===== src/rtl/flprobe_pkg.sv =====
// Package: flprobe_pkg
// Shared result encoding and sequencer state type for the identification
// probe. Assumes a single-clock design with synchronous reset.
package flprobe_pkg;

    typedef enum logic [1:0] {
        RES_NONE          = 2'd0,
        RES_FLASH_KNOWN   = 2'd1,
        RES_FLASH_UNKNOWN = 2'd2,
        RES_RAM           = 2'd3
    } probe_res_e;

    typedef enum logic [2:0] {
        ST_IDLE,
        ST_SAVE,
        ST_CMD_ID,
        ST_RD_MFR,
        ST_RD_DEV,
        ST_RECHECK,
        ST_RESTORE,
        ST_RESET_ARR
    } seq_st_e;

endpackage


===== src/rtl/flprobe_bus_master.sv =====
// Module: flprobe_bus_master
// Runs one bus transfer at a time. Accepts a request only while idle,
// holds strobe, address and data until bus_ready is seen high, then
// pulses cmd_ack for one cycle with the captured read data.
// Assumes the requester keeps cmd_valid low while a transfer is running.
module flprobe_bus_master #(
    parameter int AW = 24,
    parameter int DW = 32
) (
    input  logic          clk,
    input  logic          rst_n,
    input  logic          cmd_valid,
    input  logic          cmd_write,
    input  logic [AW-1:0] cmd_addr,
    input  logic [DW-1:0] cmd_wdata,
    output logic          cmd_ack,
    output logic [DW-1:0] rsp_data,
    output logic [AW-1:0] bus_addr,
    output logic [DW-1:0] bus_wdata,
    input  logic [DW-1:0] bus_rdata,
    output logic          bus_rd,
    output logic          bus_wr,
    input  logic          bus_ready
);

    logic active;
    assign active = bus_rd | bus_wr;

    // Transfer engine: launch, hold until ready, then acknowledge.
    always_ff @(posedge clk) begin
        if (!rst_n) begin
            bus_rd    <= 1'b0;
            bus_wr    <= 1'b0;
            bus_addr  <= '0;
            bus_wdata <= '0;
            cmd_ack   <= 1'b0;
            rsp_data  <= '0;
        end else begin
            cmd_ack <= 1'b0;
            if (active) begin
                if (bus_ready) begin
                    bus_rd  <= 1'b0;
                    bus_wr  <= 1'b0;
                    cmd_ack <= 1'b1;
                    if (bus_rd) begin
                        rsp_data <= bus_rdata;
                    end
                end
            end else if (cmd_valid) begin
                bus_rd    <= ~cmd_write;
                bus_wr    <= cmd_write;
                bus_addr  <= cmd_addr;
                bus_wdata <= cmd_wdata;
            end
        end
    end

endmodule


===== src/rtl/flprobe_id_decode.sv =====
// Module: flprobe_id_decode
// Combinational lookup of the maker and device words. A word matches only
// when the code byte is repeated on every lane. Sizes are per-lane values
// multiplied by the lane count, and are forced to zero unless the device
// is known.
module flprobe_id_decode #(
    parameter int          DW               = 32,
    parameter int          SZW              = 32,
    parameter logic [7:0]  MFR_CODE         = 8'h89,
    parameter logic [7:0]  DEV_BIG_A        = 8'hAA,
    parameter logic [7:0]  DEV_BIG_B        = 8'hA0,
    parameter logic [7:0]  DEV_SMALL        = 8'hA6,
    parameter int unsigned LANE_BIG_BYTES   = 32'h0020_0000,
    parameter int unsigned LANE_SMALL_BYTES = 32'h0010_0000,
    parameter int unsigned LANE_BLOCK_BYTES = 32'h0001_0000
) (
    input  logic [DW-1:0]  mfr_word,
    input  logic [DW-1:0]  dev_word,
    output logic           mfr_ok,
    output logic           dev_known,
    output logic [SZW-1:0] total_bytes,
    output logic [SZW-1:0] erase_bytes
);

    localparam int LANES = DW / 8;
    localparam logic [DW-1:0]  MFR_WORD    = {LANES{MFR_CODE}};
    localparam logic [DW-1:0]  BIG_A_WORD  = {LANES{DEV_BIG_A}};
    localparam logic [DW-1:0]  BIG_B_WORD  = {LANES{DEV_BIG_B}};
    localparam logic [DW-1:0]  SMALL_WORD  = {LANES{DEV_SMALL}};
    localparam logic [SZW-1:0] BIG_TOTAL   = SZW'(LANE_BIG_BYTES * LANES);
    localparam logic [SZW-1:0] SMALL_TOTAL = SZW'(LANE_SMALL_BYTES * LANES);
    localparam logic [SZW-1:0] BLOCK_TOTAL = SZW'(LANE_BLOCK_BYTES * LANES);

    logic is_big;
    logic is_small;

    // Classify the device word and select the geometry.
    always_comb begin
        mfr_ok      = (mfr_word == MFR_WORD);
        is_big      = (dev_word == BIG_A_WORD) || (dev_word == BIG_B_WORD);
        is_small    = (dev_word == SMALL_WORD);
        dev_known   = mfr_ok && (is_big || is_small);
        total_bytes = '0;
        erase_bytes = '0;
        if (dev_known) begin
            total_bytes = is_big ? BIG_TOTAL : SMALL_TOTAL;
            erase_bytes = BLOCK_TOTAL;
        end
    end

endmodule


===== src/rtl/flprobe_seq.sv =====
// Module: flprobe_seq
// Step sequencer of the probe. Issues one request per state to the bus
// master and advances on its acknowledge. The result registers are cleared
// on start and loaded when the outcome is known. done pulses on the final
// acknowledge. Assumes ack comes only for a request this block issued.
module flprobe_seq
    import flprobe_pkg::*;
#(
    parameter int         AW          = 24,
    parameter int         DW          = 32,
    parameter int         SZW         = 32,
    parameter logic [7:0] CMD_READ_ID = 8'h90,
    parameter logic [7:0] CMD_ARRAY   = 8'hFF
) (
    input  logic           clk,
    input  logic           rst_n,
    input  logic           start,
    output logic           busy,
    output logic           done,
    output probe_res_e     result,
    output logic [SZW-1:0] total_size,
    output logic [SZW-1:0] erase_size,
    output logic           cmd_valid,
    output logic           cmd_write,
    output logic [AW-1:0]  cmd_addr,
    output logic [DW-1:0]  cmd_wdata,
    input  logic           cmd_ack,
    input  logic [DW-1:0]  rsp_data,
    output logic [DW-1:0]  mfr_word,
    input  logic           mfr_ok,
    input  logic           dev_known,
    input  logic [SZW-1:0] dec_total,
    input  logic [SZW-1:0] dec_erase
);

    localparam int LANES = DW / 8;
    localparam logic [DW-1:0] ID_WORD    = {LANES{CMD_READ_ID}};
    localparam logic [DW-1:0] ARRAY_WORD = {LANES{CMD_ARRAY}};
    localparam logic [AW-1:0] DEV_ADDR   = AW'(LANES);

    seq_st_e       state;
    logic          pend;
    logic [DW-1:0] saved;

    assign busy = (state != ST_IDLE);

    // Request generation: one transfer per state, issued while none pending.
    always_comb begin
        cmd_valid = 1'b0;
        cmd_write = 1'b0;
        cmd_addr  = '0;
        cmd_wdata = '0;
        if (!pend) begin
            unique case (state)
                ST_SAVE, ST_RD_MFR, ST_RECHECK: cmd_valid = 1'b1;
                ST_RD_DEV: begin
                    cmd_valid = 1'b1;
                    cmd_addr  = DEV_ADDR;
                end
                ST_CMD_ID: begin
                    cmd_valid = 1'b1;
                    cmd_write = 1'b1;
                    cmd_wdata = ID_WORD;
                end
                ST_RESTORE: begin
                    cmd_valid = 1'b1;
                    cmd_write = 1'b1;
                    cmd_wdata = saved;
                end
                ST_RESET_ARR: begin
                    cmd_valid = 1'b1;
                    cmd_write = 1'b1;
                    cmd_wdata = ARRAY_WORD;
                end
                default: cmd_valid = 1'b0;
            endcase
        end
    end

    // State, pending flag, captured words and result registers.
    always_ff @(posedge clk) begin
        if (!rst_n) begin
            state      <= ST_IDLE;
            pend       <= 1'b0;
            saved      <= '0;
            mfr_word   <= '0;
            done       <= 1'b0;
            result     <= RES_NONE;
            total_size <= '0;
            erase_size <= '0;
        end else begin
            done <= 1'b0;
            if (cmd_valid) pend <= 1'b1;
            if (cmd_ack)   pend <= 1'b0;
            unique case (state)
                ST_IDLE: if (start) begin
                    state      <= ST_SAVE;
                    result     <= RES_NONE;
                    total_size <= '0;
                    erase_size <= '0;
                end
                ST_SAVE: if (cmd_ack) begin
                    saved <= rsp_data;
                    state <= ST_CMD_ID;
                end
                ST_CMD_ID: if (cmd_ack) state <= ST_RD_MFR;
                ST_RD_MFR: if (cmd_ack) begin
                    mfr_word <= rsp_data;
                    state    <= ST_RD_DEV;
                end
                ST_RD_DEV: if (cmd_ack) begin
                    if (mfr_ok) begin
                        result     <= dev_known ? RES_FLASH_KNOWN : RES_FLASH_UNKNOWN;
                        total_size <= dec_total;
                        erase_size <= dec_erase;
                        state      <= ST_RESET_ARR;
                    end else begin
                        state <= ST_RECHECK;
                    end
                end
                ST_RECHECK: if (cmd_ack) begin
                    if (rsp_data == ID_WORD) begin
                        result <= RES_RAM;
                        state  <= ST_RESTORE;
                    end else begin
                        result <= RES_NONE;
                        done   <= 1'b1;
                        state  <= ST_IDLE;
                    end
                end
                ST_RESTORE, ST_RESET_ARR: if (cmd_ack) begin
                    done  <= 1'b1;
                    state <= ST_IDLE;
                end
                default: state <= ST_IDLE;
            endcase
        end
    end

endmodule


===== src/rtl/fl_id_probe.sv =====
// Module: fl_id_probe
// Top of the identification probe. Joins the sequencer, the bus transfer
// engine and the code decoder. The device word is decoded straight from
// the read response, in the acknowledge cycle of the device read.
// Assumes the bus is a four-lane arrangement with one byte per lane
// (DW = 32) and byte addressing.
module fl_id_probe
    import flprobe_pkg::*;
#(
    parameter int          AW               = 24,
    parameter int          DW               = 32,
    parameter int          SZW              = 32,
    parameter logic [7:0]  CMD_READ_ID      = 8'h90,
    parameter logic [7:0]  CMD_ARRAY        = 8'hFF,
    parameter logic [7:0]  MFR_CODE         = 8'h89,
    parameter logic [7:0]  DEV_BIG_A        = 8'hAA,
    parameter logic [7:0]  DEV_BIG_B        = 8'hA0,
    parameter logic [7:0]  DEV_SMALL        = 8'hA6,
    parameter int unsigned LANE_BIG_BYTES   = 32'h0020_0000,
    parameter int unsigned LANE_SMALL_BYTES = 32'h0010_0000,
    parameter int unsigned LANE_BLOCK_BYTES = 32'h0001_0000
) (
    input  logic           clk,
    input  logic           rst_n,
    input  logic           start,
    output logic           busy,
    output logic           done,
    output logic [1:0]     result,
    output logic [SZW-1:0] total_size,
    output logic [SZW-1:0] erase_size,
    output logic [AW-1:0]  bus_addr,
    output logic [DW-1:0]  bus_wdata,
    input  logic [DW-1:0]  bus_rdata,
    output logic           bus_rd,
    output logic           bus_wr,
    input  logic           bus_ready
);

    logic           cmd_valid;
    logic           cmd_write;
    logic [AW-1:0]  cmd_addr;
    logic [DW-1:0]  cmd_wdata;
    logic           cmd_ack;
    logic [DW-1:0]  rsp_data;
    logic [DW-1:0]  mfr_word;
    logic           mfr_ok;
    logic           dev_known;
    logic [SZW-1:0] dec_total;
    logic [SZW-1:0] dec_erase;
    probe_res_e     res_q;

    assign result = res_q;

    flprobe_seq #(
        .AW(AW), .DW(DW), .SZW(SZW),
        .CMD_READ_ID(CMD_READ_ID), .CMD_ARRAY(CMD_ARRAY)
    ) seq_i (
        .clk(clk), .rst_n(rst_n), .start(start),
        .busy(busy), .done(done), .result(res_q),
        .total_size(total_size), .erase_size(erase_size),
        .cmd_valid(cmd_valid), .cmd_write(cmd_write),
        .cmd_addr(cmd_addr), .cmd_wdata(cmd_wdata),
        .cmd_ack(cmd_ack), .rsp_data(rsp_data),
        .mfr_word(mfr_word), .mfr_ok(mfr_ok), .dev_known(dev_known),
        .dec_total(dec_total), .dec_erase(dec_erase)
    );

    flprobe_bus_master #(.AW(AW), .DW(DW)) bm_i (
        .clk(clk), .rst_n(rst_n),
        .cmd_valid(cmd_valid), .cmd_write(cmd_write),
        .cmd_addr(cmd_addr), .cmd_wdata(cmd_wdata),
        .cmd_ack(cmd_ack), .rsp_data(rsp_data),
        .bus_addr(bus_addr), .bus_wdata(bus_wdata), .bus_rdata(bus_rdata),
        .bus_rd(bus_rd), .bus_wr(bus_wr), .bus_ready(bus_ready)
    );

    flprobe_id_decode #(
        .DW(DW), .SZW(SZW), .MFR_CODE(MFR_CODE),
        .DEV_BIG_A(DEV_BIG_A), .DEV_BIG_B(DEV_BIG_B), .DEV_SMALL(DEV_SMALL),
        .LANE_BIG_BYTES(LANE_BIG_BYTES), .LANE_SMALL_BYTES(LANE_SMALL_BYTES),
        .LANE_BLOCK_BYTES(LANE_BLOCK_BYTES)
    ) dec_i (
        .mfr_word(mfr_word), .dev_word(rsp_data),
        .mfr_ok(mfr_ok), .dev_known(dev_known),
        .total_bytes(dec_total), .erase_bytes(dec_erase)
    );

endmodule


===== config.mk =====
export PLATFORM = sky130hd
export DESIGN_NAME = fl_id_probe
export DESIGN_NICKNAME = d
export VERILOG_FILES = /design/src/rtl/flprobe_pkg.sv /design/src/rtl/flprobe_bus_master.sv /design/src/rtl/flprobe_id_decode.sv /design/src/rtl/flprobe_seq.sv /design/src/rtl/fl_id_probe.sv
export SDC_FILE = /design/constraint.sdc
export NUM_CORES = 1
export LEC_CHECK = 0
export ABC_CLOCK_PERIOD_IN_PS = 2000
export CORE_AREA = 2 2 129 131
export DETAILED_ROUTE_END_ITERATION = 10
export DIE_AREA = 0 0 131 133
export GPL_TIMING_DRIVEN = 1
export PLACE_DENSITY = 0.79
export SLEW_MARGIN = 15
export SYNTH_ARGS = -nofsm -noshare
export SYNTH_HDL_FRONTEND = slang
export SYNTH_SLANG_ARGS = --single-unit
export TNS_END_PERCENT = 20

===== constraint.sdc =====
create_clock -name clk -period 2 [get_ports clk]
set_input_delay 0.4 -clock clk [delete_from_list [all_inputs] [get_ports clk]]
set_output_delay 0.4 -clock clk [all_outputs]
set_load 0.01 [all_outputs]

# After elaboration in Yosys (flattened, before gate mapping)
# Index checks and enable logic that the tools add are counted.
[totals] regBits=226 latchBits=0 ram_bits=0 romBits=0 in_bits=36 output_inout_bits=126 word_cells=105 memories=0
[classes] n_addsub=0 n_mul=0 n_div=0 n_lt_le_gt_ge=0 n_eq_ne=21 n_shift=0 mux=45 bitwise_logic=4 n_reduce_logical=21
[op_table] op="32-bit 2-to-1 mux" n=7
[op_table] op="32-bit equality test, second input constant" n=5
[op_table] op="32-bit case mux with 2 select lines" n=2
[op_table] op="32-bit case mux with 3 select lines" n=1
[op_table] op="24-bit 2-to-1 mux" n=2
[op_table] op="3-bit 2-to-1 mux" n=9
[op_table] op="3-bit case mux with 7 select lines" n=1
[op_table] op="19-bit 2-to-1 mux" n=1
[op_table] op="2-bit 2-to-1 mux" n=7
[op_table] op="2-bit by 1-bit != test with 1-bit output, second input constant" n=7
[op_table] op="1-bit 2-to-1 mux" n=13
[op_table] op="3-bit equality test, second input constant" n=4
[op_table] op="2-bit AND reduction" n=5
[op_table] op="7-bit AND reduction" n=1
[op_table] op="7-bit OR reduction" n=1
[op_table] op="3-bit by 2-bit equality test with 1-bit output, second input constant" n=2
[op_table] op="2-bit case mux with 3 select lines" n=1
[op_table] op="3-bit nonzero test" n=2
[op_table] op="5-bit AND reduction" n=1
[op_table] op="2-bit != test, second input constant" n=2
[op_table] op="4-bit AND reduction" n=1
[op_table] op="2-bit nonzero test" n=2
[op_table] op="2-bit OR reduction" n=2
[op_table] op="3-bit by 1-bit equality test with 1-bit output, second input constant" n=1
[op_table] op="other kinds (8)" n=11

# Logic depth before layout (Yosys ltp)
# Gate-level depths: netlist of run 1.
[logic_depth] depth_word=8 mapped_depth=7 depth_no_buf=6

# Modules after synthesis
# From an unflattened synthesis of run 1, not the netlist that was laid out.
[hier_totals] cells_unflattened=1208 hier_area_um2=10872.9
[modules_own_cells] mod="flprobe_seq" n_inst=1 cells_each=714 area_each_um2=6377.4 seq_area_each_um2=2702.6
[modules_own_cells] mod="flprobe_bus_master" n_inst=1 cells_each=399 area_each_um2=3744.8 seq_area_each_um2=1821.7
[modules_own_cells] mod="flprobe_id_decode" n_inst=1 cells_each=95 area_each_um2=750.7 seq_area_each_um2=0.0

# Worst setup path before layout of run 1
# Ideal clock, no wire load.
[synth_timing] path_kind="register -> register" from="register bm_i.rsp_data[8]" to="register seq_i.result[1]" setup_time_ps=60 t_arrival_ps=1968 required_time_ps=1940 slack_ps=-28 path_stages_with_launch=7 path_buffers=0 synth_period_minus_slack_ps=2028 path_cell_list="dfxtp_1 -> or4_4 -> or4_1 -> nor3_2 -> and4_4 -> a311o_1 -> and3_1"
[synth_between] elab_chain_cells=8 elab_cells_between_ends=13 cone_classes="eq/ne (4); mux (6); reduce/logical (3)"
[synth_rtl] element="start, declared" line_no="flprobe_bus_master.sv:17" rtl="output logic [DW-1:0] rsp_data,"
[synth_rtl] element="start signal, assigned" line_no="flprobe_bus_master.sv:46" rtl="rsp_data <= bus_rdata;"
[synth_rtl] element="32-bit equality test" line_no="flprobe_id_decode.sv:40" rtl="is_big = (dev_word == BIG_A_WORD) || (dev_word == BIG_B_WORD);"
[synth_rtl] element="1-bit logical OR" line_no="flprobe_id_decode.sv:40"
[synth_rtl] element="1-bit logical OR" line_no="flprobe_id_decode.sv:42" rtl="dev_known = mfr_ok && (is_big || is_small);"
[synth_rtl] element="1-bit logical AND" line_no="flprobe_id_decode.sv:42"
[synth_rtl] element="2-bit 2-to-1 mux" line_no="flprobe_seq.sv:113" rtl="result <= dev_known ? RES_FLASH_KNOWN : RES_FLASH_UNKNOWN;"
[synth_rtl] element="2-bit 2-to-1 mux" line_no="flprobe_seq.sv:112" rtl="if (mfr_ok) begin"
[synth_rtl] element="2-bit 2-to-1 mux" line_no="flprobe_seq.sv:111" rtl="ST_RD_DEV: if (cmd_ack) begin"
[synth_rtl] element="2-bit case mux with 3 select lines (*)" line_no="flprobe_seq.sv:95" rtl="unique case (state)"
[synth_rtl] element="end signal, assigned" line_no="flprobe_seq.sv:113"
[synth_rtl] element="end, declared" line_no="flprobe_seq.sv:20" rtl="output probe_res_e result,"
# Mark *: on every way between the ends. The rest lies on a longest branch, timed or not. The select of a mux whose other input is x is not followed.
# A chain may end at the register's enable or synchronous reset.

# Final worst setup path of run 1
[layout_timing] from="register bm_i.rsp_data[11]" to="register seq_i.state[1]"
[layout_between] elab_chain_cells=4
[layout_rtl] element="32-bit equality test" line_no="flprobe_seq.sv:122" rtl="if (rsp_data == ID_WORD) begin"
[layout_rtl] element="3-bit 2-to-1 mux" line_no="flprobe_seq.sv:122"
[layout_rtl] element="3-bit 2-to-1 mux" line_no="flprobe_seq.sv:121" rtl="ST_RECHECK: if (cmd_ack) begin"
[layout_rtl] element="3-bit case mux with 7 select lines" line_no="flprobe_seq.sv:95"
[layout_rtl] element="end signal, assigned" line_no="flprobe_seq.sv:97" rtl="state <= ST_SAVE;"
[layout_rtl] element="end signal, assigned" line_no="flprobe_seq.sv:124" rtl="state <= ST_RESTORE;"
[layout_rtl] element="end signal, assigned" line_no="flprobe_seq.sv:128" rtl="state <= ST_IDLE;"
[layout_rtl] element="end, declared" line_no="flprobe_seq.sv:41" rtl="seq_st_e state;"
# Every way passes these cells. The select of a mux whose other input is x is not followed.

==> impl_metrics.ini, run 1 <==
[routing]
via_count = 5376
routedWlPerCell_um = 14.2
postRouteAntennaNets = 0
firstDrtPassIters = 5
routed_wirelength_um = 15800
first_iter_violations = 391
viasPerCell = 4.85
drcViolationCount = 0

[floorplanning]
die_x_um = 131
die_y_um = 133
start_util_pct = 38.9
core_um2 = 16200
die-area_um2 = 17400
fp-row-count = 47
boundaryPins = 162

[setup_path]
worstSetupPathType = flop to flop
startpoint_type = flop
cpPeakStageDelay_ps = 590
crit_slowest_cell = or4_1
cp_max_fo = 4
cp_cell_sequence = or4_1 > or4_4 > nor3_4 > and4_4 > nor4bb_1 > nor3b_1
endpoint_kind = flop
cp.arrival_ps = 2480
cp.required_ps = 2340

[yosys]
ys.flop_type = dfxtp_1
ys_async_sr_fraction_pct = 0
netlist_area_um2 = 6290
synth_common_cells = 230 x nand2_1, 142 x dfxtp_1, 102 x a21boi_0
ys_ff_latch = 142
synthTopCellsByArea = dfxtp_1 45%, nand2_1 14%, a21boi_0 12%
ys_types = 38
synth-edff-count = 0
yosys_warnings = 0
synth_top_cell_by_area = dfxtp_1
synth_most_common_cell = nand2_1
seq_area_frac_synth_pct = 45.2
postSynthCellCount = 771
synth.avg_cell_area_um2 = 8.16
yosysTopAreaCellShare_pct = 45.2

[sta]
finalCritPeriodShare_pct = 107
setup_violations = 5
skew_ps = 9.34
drv_slew = 0
max_freq_ghz = 0.468
timing.hold.ws_ps = 388
finalCriticalPeriod_ps = 2140
hold_violations = 0
timing.final.ws_setup_ps = -138
finalSetupTns_ps = -456
rsz0062_at_grt = true

[global_routing]
grt_first_pass_wirelength_um = 24500
antenna_found_initial = 0
gr-total-overflow = 0
grt_max_degree = 47
grt_pass1_vias = 4848
grtUsageTotal_pct = 18.1

[placed_design]
place_congestion = 0.942
place_ws_ps = -111
placed_area_um2 = 7350
dp_hpwl_um = 11300
port_buffers = 77

[cells_and_area]
post-route-cell-area_um2 = 7990
diodes = 0
layout-drive-gt1-share_pct = 11.4
post-route-util_pct = 49.4
finalNetCount = 912
syn_to_final_growth_pct = 27.0

[power]
p_leak_uw = 0.00290
power_density_nw_per_um2 = 876
ir_worst_vdd_v = 0.000569

[cts]
insertion_delay_ps = 420
cts_buffers = 17
root_buffer = clkbuf_16
clkSinkCount = 142
htreeDepth = 4
cts_tree = done
cts.clk_slew.worst_paths_ps = 60
ctsHoldBuffers = 0
cts_post_setup_buffers_inserted = 0
clockBufferDepth = 2

[job]
drv_cap = 0

[outcome]
violations = setup timing
status = finished with violations

[min_path]
min_path_type = input port to flop
power by group:
group	switching [uW]	leakage (uW)	total, uW	internal (uW)
sequential	55.9	0.00115	2970	2920
combinational	380	0.00145	716	336
clock	1280	0.000298	3310	2030
cell usage in the layout (no fill, tap or decap), types with 4 or more instances in the layout:
cell type,count
nor4b_1,4
nand2_1,230
nor4bb_1,11
clkdlybuf4s50_1,76
nor2_1,15
and2_1,4
inv_6,5
o21ai_0,39
o2111ai_1,5
nand2b_1,4
buf_12,6
clkbuf_16,17
nand3_1,6
a21boi_0,102
dfxtp_1,139
a21oi_1,36
conb_1,84
buf_4,51
nand4_1,5
nor2b_1,4
metal layers:
| metal | share of wire [%] | GRT usage [%] | vias up |
|---|---|---|---|
| li1 | - | - | 2626 |
| met1 | 45 | 24.2 | 2513 |
| met2 | 47 | 28.7 | 211 |
| met3 | 6.1 | 3.88 | 26 |
| met4 | 2.1 | 6.32 | 0 |
| met5 | 0 | 0 | - |
final timing paths:
check | from | slack (ps) | end | depth (start not counted)
setup / recovery | bm_i.rsp_data[11]$_SDFFE_PN0P_ | -140 | seq_i.state[1]$_SDFFE_PN0P_ | 6
hold reg to reg | seq_i.saved[11]$_SDFFE_PN0P_ | 460 | bm_i.bus_wdata[11]$_SDFFE_PN0P_ | 2
hold / removal | rst_n | 390 | seq_i.state[2]$_SDFFE_PN0P_ | 2
setup reg to reg | bm_i.rsp_data[11]$_SDFFE_PN0P_ | -140 | seq_i.state[1]$_SDFFE_PN0P_ | 6
registers in the layout (all words and copies together) (netlist names):
signal and cells:
bm_i.bus_wr 1, seq_i.total_size 2, bm_i.bus_addr 1, seq_i.erase_size 1, seq_i.pend 1, seq_i.saved 32
bm_i.bus_wdata 32, seq_i.done 1, bm_i.cmd_ack 1, seq_i.mfr_word 32, seq_i.result 2, bm_i.bus_rd 1
seq_i.state 3, bm_i.rsp_data 32
cell families (layout without fill, tap and decap cells):
kind of cell    after synthesis  count (layout)  share of synthesized area, %
compound gates              192             192                          20.1
flops                       142             142                          45.2
other cells                   1              84                        0.0596
mux                           2               2                         0.318
simple gates                300             300                          21.3
buf+inv                     134             169                          13.0
layout make-up:
class,count,area (um2)
Clock buffer,19,443
Clock inverter,13,178
Fill cell,1516,8180
Inverter,3,11.3
Multi-Input combinational cell,578,2970
Sequential cell,142,2850
Tap cell,220,275
Timing Repair Buffer,134,1270
worst max-delay path: cells and delay by family (launching register included):
kind,cells,cell delay [ps]
flip-flops,1,310
AND/OR/NAND/NOR,6,1750
metrics by stage:
| step | power [uW] | instances |
|---|---|---|
| after floorplan | 3500 | 854 |
| after global placement | 3720 | 1077 |
| after detailed placement | 3740 | 1077 |
| after CTS | 7020 | 1109 |
| after global routing | 7220 | 1109 |
| final | 6990 | 1109 |
timing repair:
action                                  4_1_cts  5_1_grt
pin swaps                                     3        1
endpoints found under the setup margin        5        6
resized for setup                             3        2
No activity file was read; power rests on OpenSTA's default activity.
==> run 2, diff against run 1 <==
--- a/config.mk
+++ b/config.mk
@@ -10,6 +10,7 @@
 export DETAILED_ROUTE_END_ITERATION = 10
 export DIE_AREA = 0 0 131 133
 export GPL_TIMING_DRIVEN = 1
+export HOLD_SLACK_MARGIN = 0.06
 export PLACE_DENSITY = 0.79
 export SLEW_MARGIN = 15
 export SYNTH_ARGS = -nofsm -noshare
==> results of run 2 <==
No change in the layout: final DEF, timing and power equal those of run 1.
==> run 3, diff against run 2 <==
--- a/config.mk
+++ b/config.mk
@@ -9,6 +9,7 @@
 export CORE_AREA = 2 2 129 131
 export DETAILED_ROUTE_END_ITERATION = 10
 export DIE_AREA = 0 0 131 133
+export GPL_ROUTABILITY_DRIVEN = 1
 export GPL_TIMING_DRIVEN = 1
 export HOLD_SLACK_MARGIN = 0.06
 export PLACE_DENSITY = 0.79
==> constraint.sdc (replaced) <==
create_clock -name clk -period 2 [get_ports clk]
set_input_delay 0.3 -clock clk [delete_from_list [all_inputs] [get_ports clk]]
set_output_delay 0.3 -clock clk [all_outputs]
set_load 0.01 [all_outputs]
==> impl_metrics.ini, run 3 (synthesis gave the netlist of run 1 again) <==
[cells_and_area]
fillers = 1541
seq_area_um2 = 2850
layout_common_cells = 230 x nand2_1, 140 x dfxtp_1, 102 x a21boi_0
diodes = 0
syn_to_final_growth_pct = 25.1
multi_input_area_um2 = 2960
layout_commonest_cell = nand2_1
final_cells = 1103
post-route-util_pct = 48.7
finalNetCount = 906
layout-drive-gt1-share_pct = 10.3

[setup_path]
cpPeakStageDelay_ps = 570
cp_cell_sequence = or4_4 > or4_4 > nor3_4 > and4_4 > a311o_1 > and3_1
cp.arrival_ps = 2490
crit_slowest_cell = or4_4
path_buf_inv = 0
cp_max_fo = 4
cp.required_ps = 2360
endpoint_kind = flop
crit_top_cell = or4_4
startpoint_type = flop
worstSetupPathType = flop to flop
critical_path.top_delay_family = simple AND/OR/NAND/NOR gates

[cts]
ctsHoldBuffers = 0
root_buffer = clkbuf_16
insertion_delay_ps = 420
clockBufferDepth = 2
cts.clk_slew.worst_paths_ps = 60
clkSinkCount = 142
cts_post_setup_buffers_inserted = 0
cts_tree = done
htreeDepth = 4
cts_buffers = 17

[routing]
via_count = 5246
postRouteAntennaNets = 0
firstDrtPassIters = 5
routed_wirelength_um = 15100
routedWlPerCell_um = 13.7
first_iter_violations = 460
drcViolationCount = 0
viasPerCell = 4.76

[outcome]
violations = setup timing
status = finished with violations

[global_routing]
grt_first_pass_wirelength_um = 23900
grt_max_degree = 76
grtUsageTotal_pct = 17.6
gr-total-overflow = 0
grt_pass1_vias = 4725
antenna_found_initial = 0

[floorplanning]
die_x_um = 131
die-area_um2 = 17400
die_y_um = 133
fp-row-count = 47
boundaryPins = 162
core_um2 = 16200
start_util_pct = 38.9

[power]
ir_worst_vdd_v = 0.000648
power_density_nw_per_um2 = 847
p_leak_uw = 0.00284
p_total_uw = 6670

[min_path]
min_path_type = input port to flop

[sta]
finalCriticalPeriod_ps = 2130
skew_ps = 6.73
finalCritPeriodShare_pct = 106
hold_violations = 0
setup_violations = 4
finalSetupTns_ps = -365
drv_slew = 0
rsz0062_at_grt = true
max_freq_ghz = 0.470
timing.final.ws_setup_ps = -125

[placed_design]
dp.cells = 1071
port_buffers = 77
place_congestion = 0.935
dp_hpwl_um = 10900

[job]
drv_cap = 0
## run 3: what timing repair did
action | 4_1_cts | 5_1_grt
pin swaps | 2 | 1
endpoints found under the setup margin | 5 | 6
gates cloned | 0 | 0
resized for setup | 2 | 2
endpoints found under the hold margin | 0 | 0
## run 3: area by class of cell
| type | instances | share of cell area (%) |
|---|---|---|
| multi-input combinational | 578 | 37.6 |
| sequential | 142 | 36.2 |
| timing repair buffer | 128 | 15.4 |
| clock buffer | 23 | 6.07 |
| tap | 220 | 3.50 |
| clock inverter | 9 | 1.10 |
| inverter | 3 | 0.143 |
## run 3: layer usage
layer / vias to the layer above / GRT usage (%) / share of wire, %
li1: 2615 / - / -
met1: 2422 / 24.4 / 46
met2: 186 / 26.5 / 46
met3: 23 / 4.12 / 6.0
met4: 0 / 6.38 / 2.1
met5: - / 0 / 0
## run 3: path summary, 6_finish.rpt
check	start	endpoint	slack (ps)	depth (start not counted)
min reg2reg	seq_i.saved[19]$_SDFFE_PN0P_	bm_i.bus_wdata[19]$_SDFFE_PN0P_	460	2
min	rst_n	seq_i.mfr_word[24]$_SDFFE_PN0P_	320	2
max reg2reg	bm_i.rsp_data[24]$_SDFFE_PN0P_	seq_i.result[1]$_SDFFE_PN0P_	-130	6
max	bm_i.rsp_data[24]$_SDFFE_PN0P_	seq_i.result[1]$_SDFFE_PN0P_	-130	6
## run 3: metrics by stage
step	hold slack [ps]	cell area [um2]	setup WS, ps
global placement	443	7290	-65.3
detailed placement	446	7290	-109
global route	330	7870	-236
floorplan	435	6610	-22.2
CTS	314	7860	-118
finish	322	7870	-125
## run 3: where the power goes
part | internal [uW] | switching (uW)
Clock | 1810 | 1190
Combinational | 331 | 370
Sequential | 2920 | 55.7
## run 3: worst reg2reg max path, delay by kind of cell (launching register included)
kind             cells  cell delay [ps]
AO/OA/AOI/OAI        1              110
flip-flops           1              310
AND/OR/NAND/NOR      5             1650
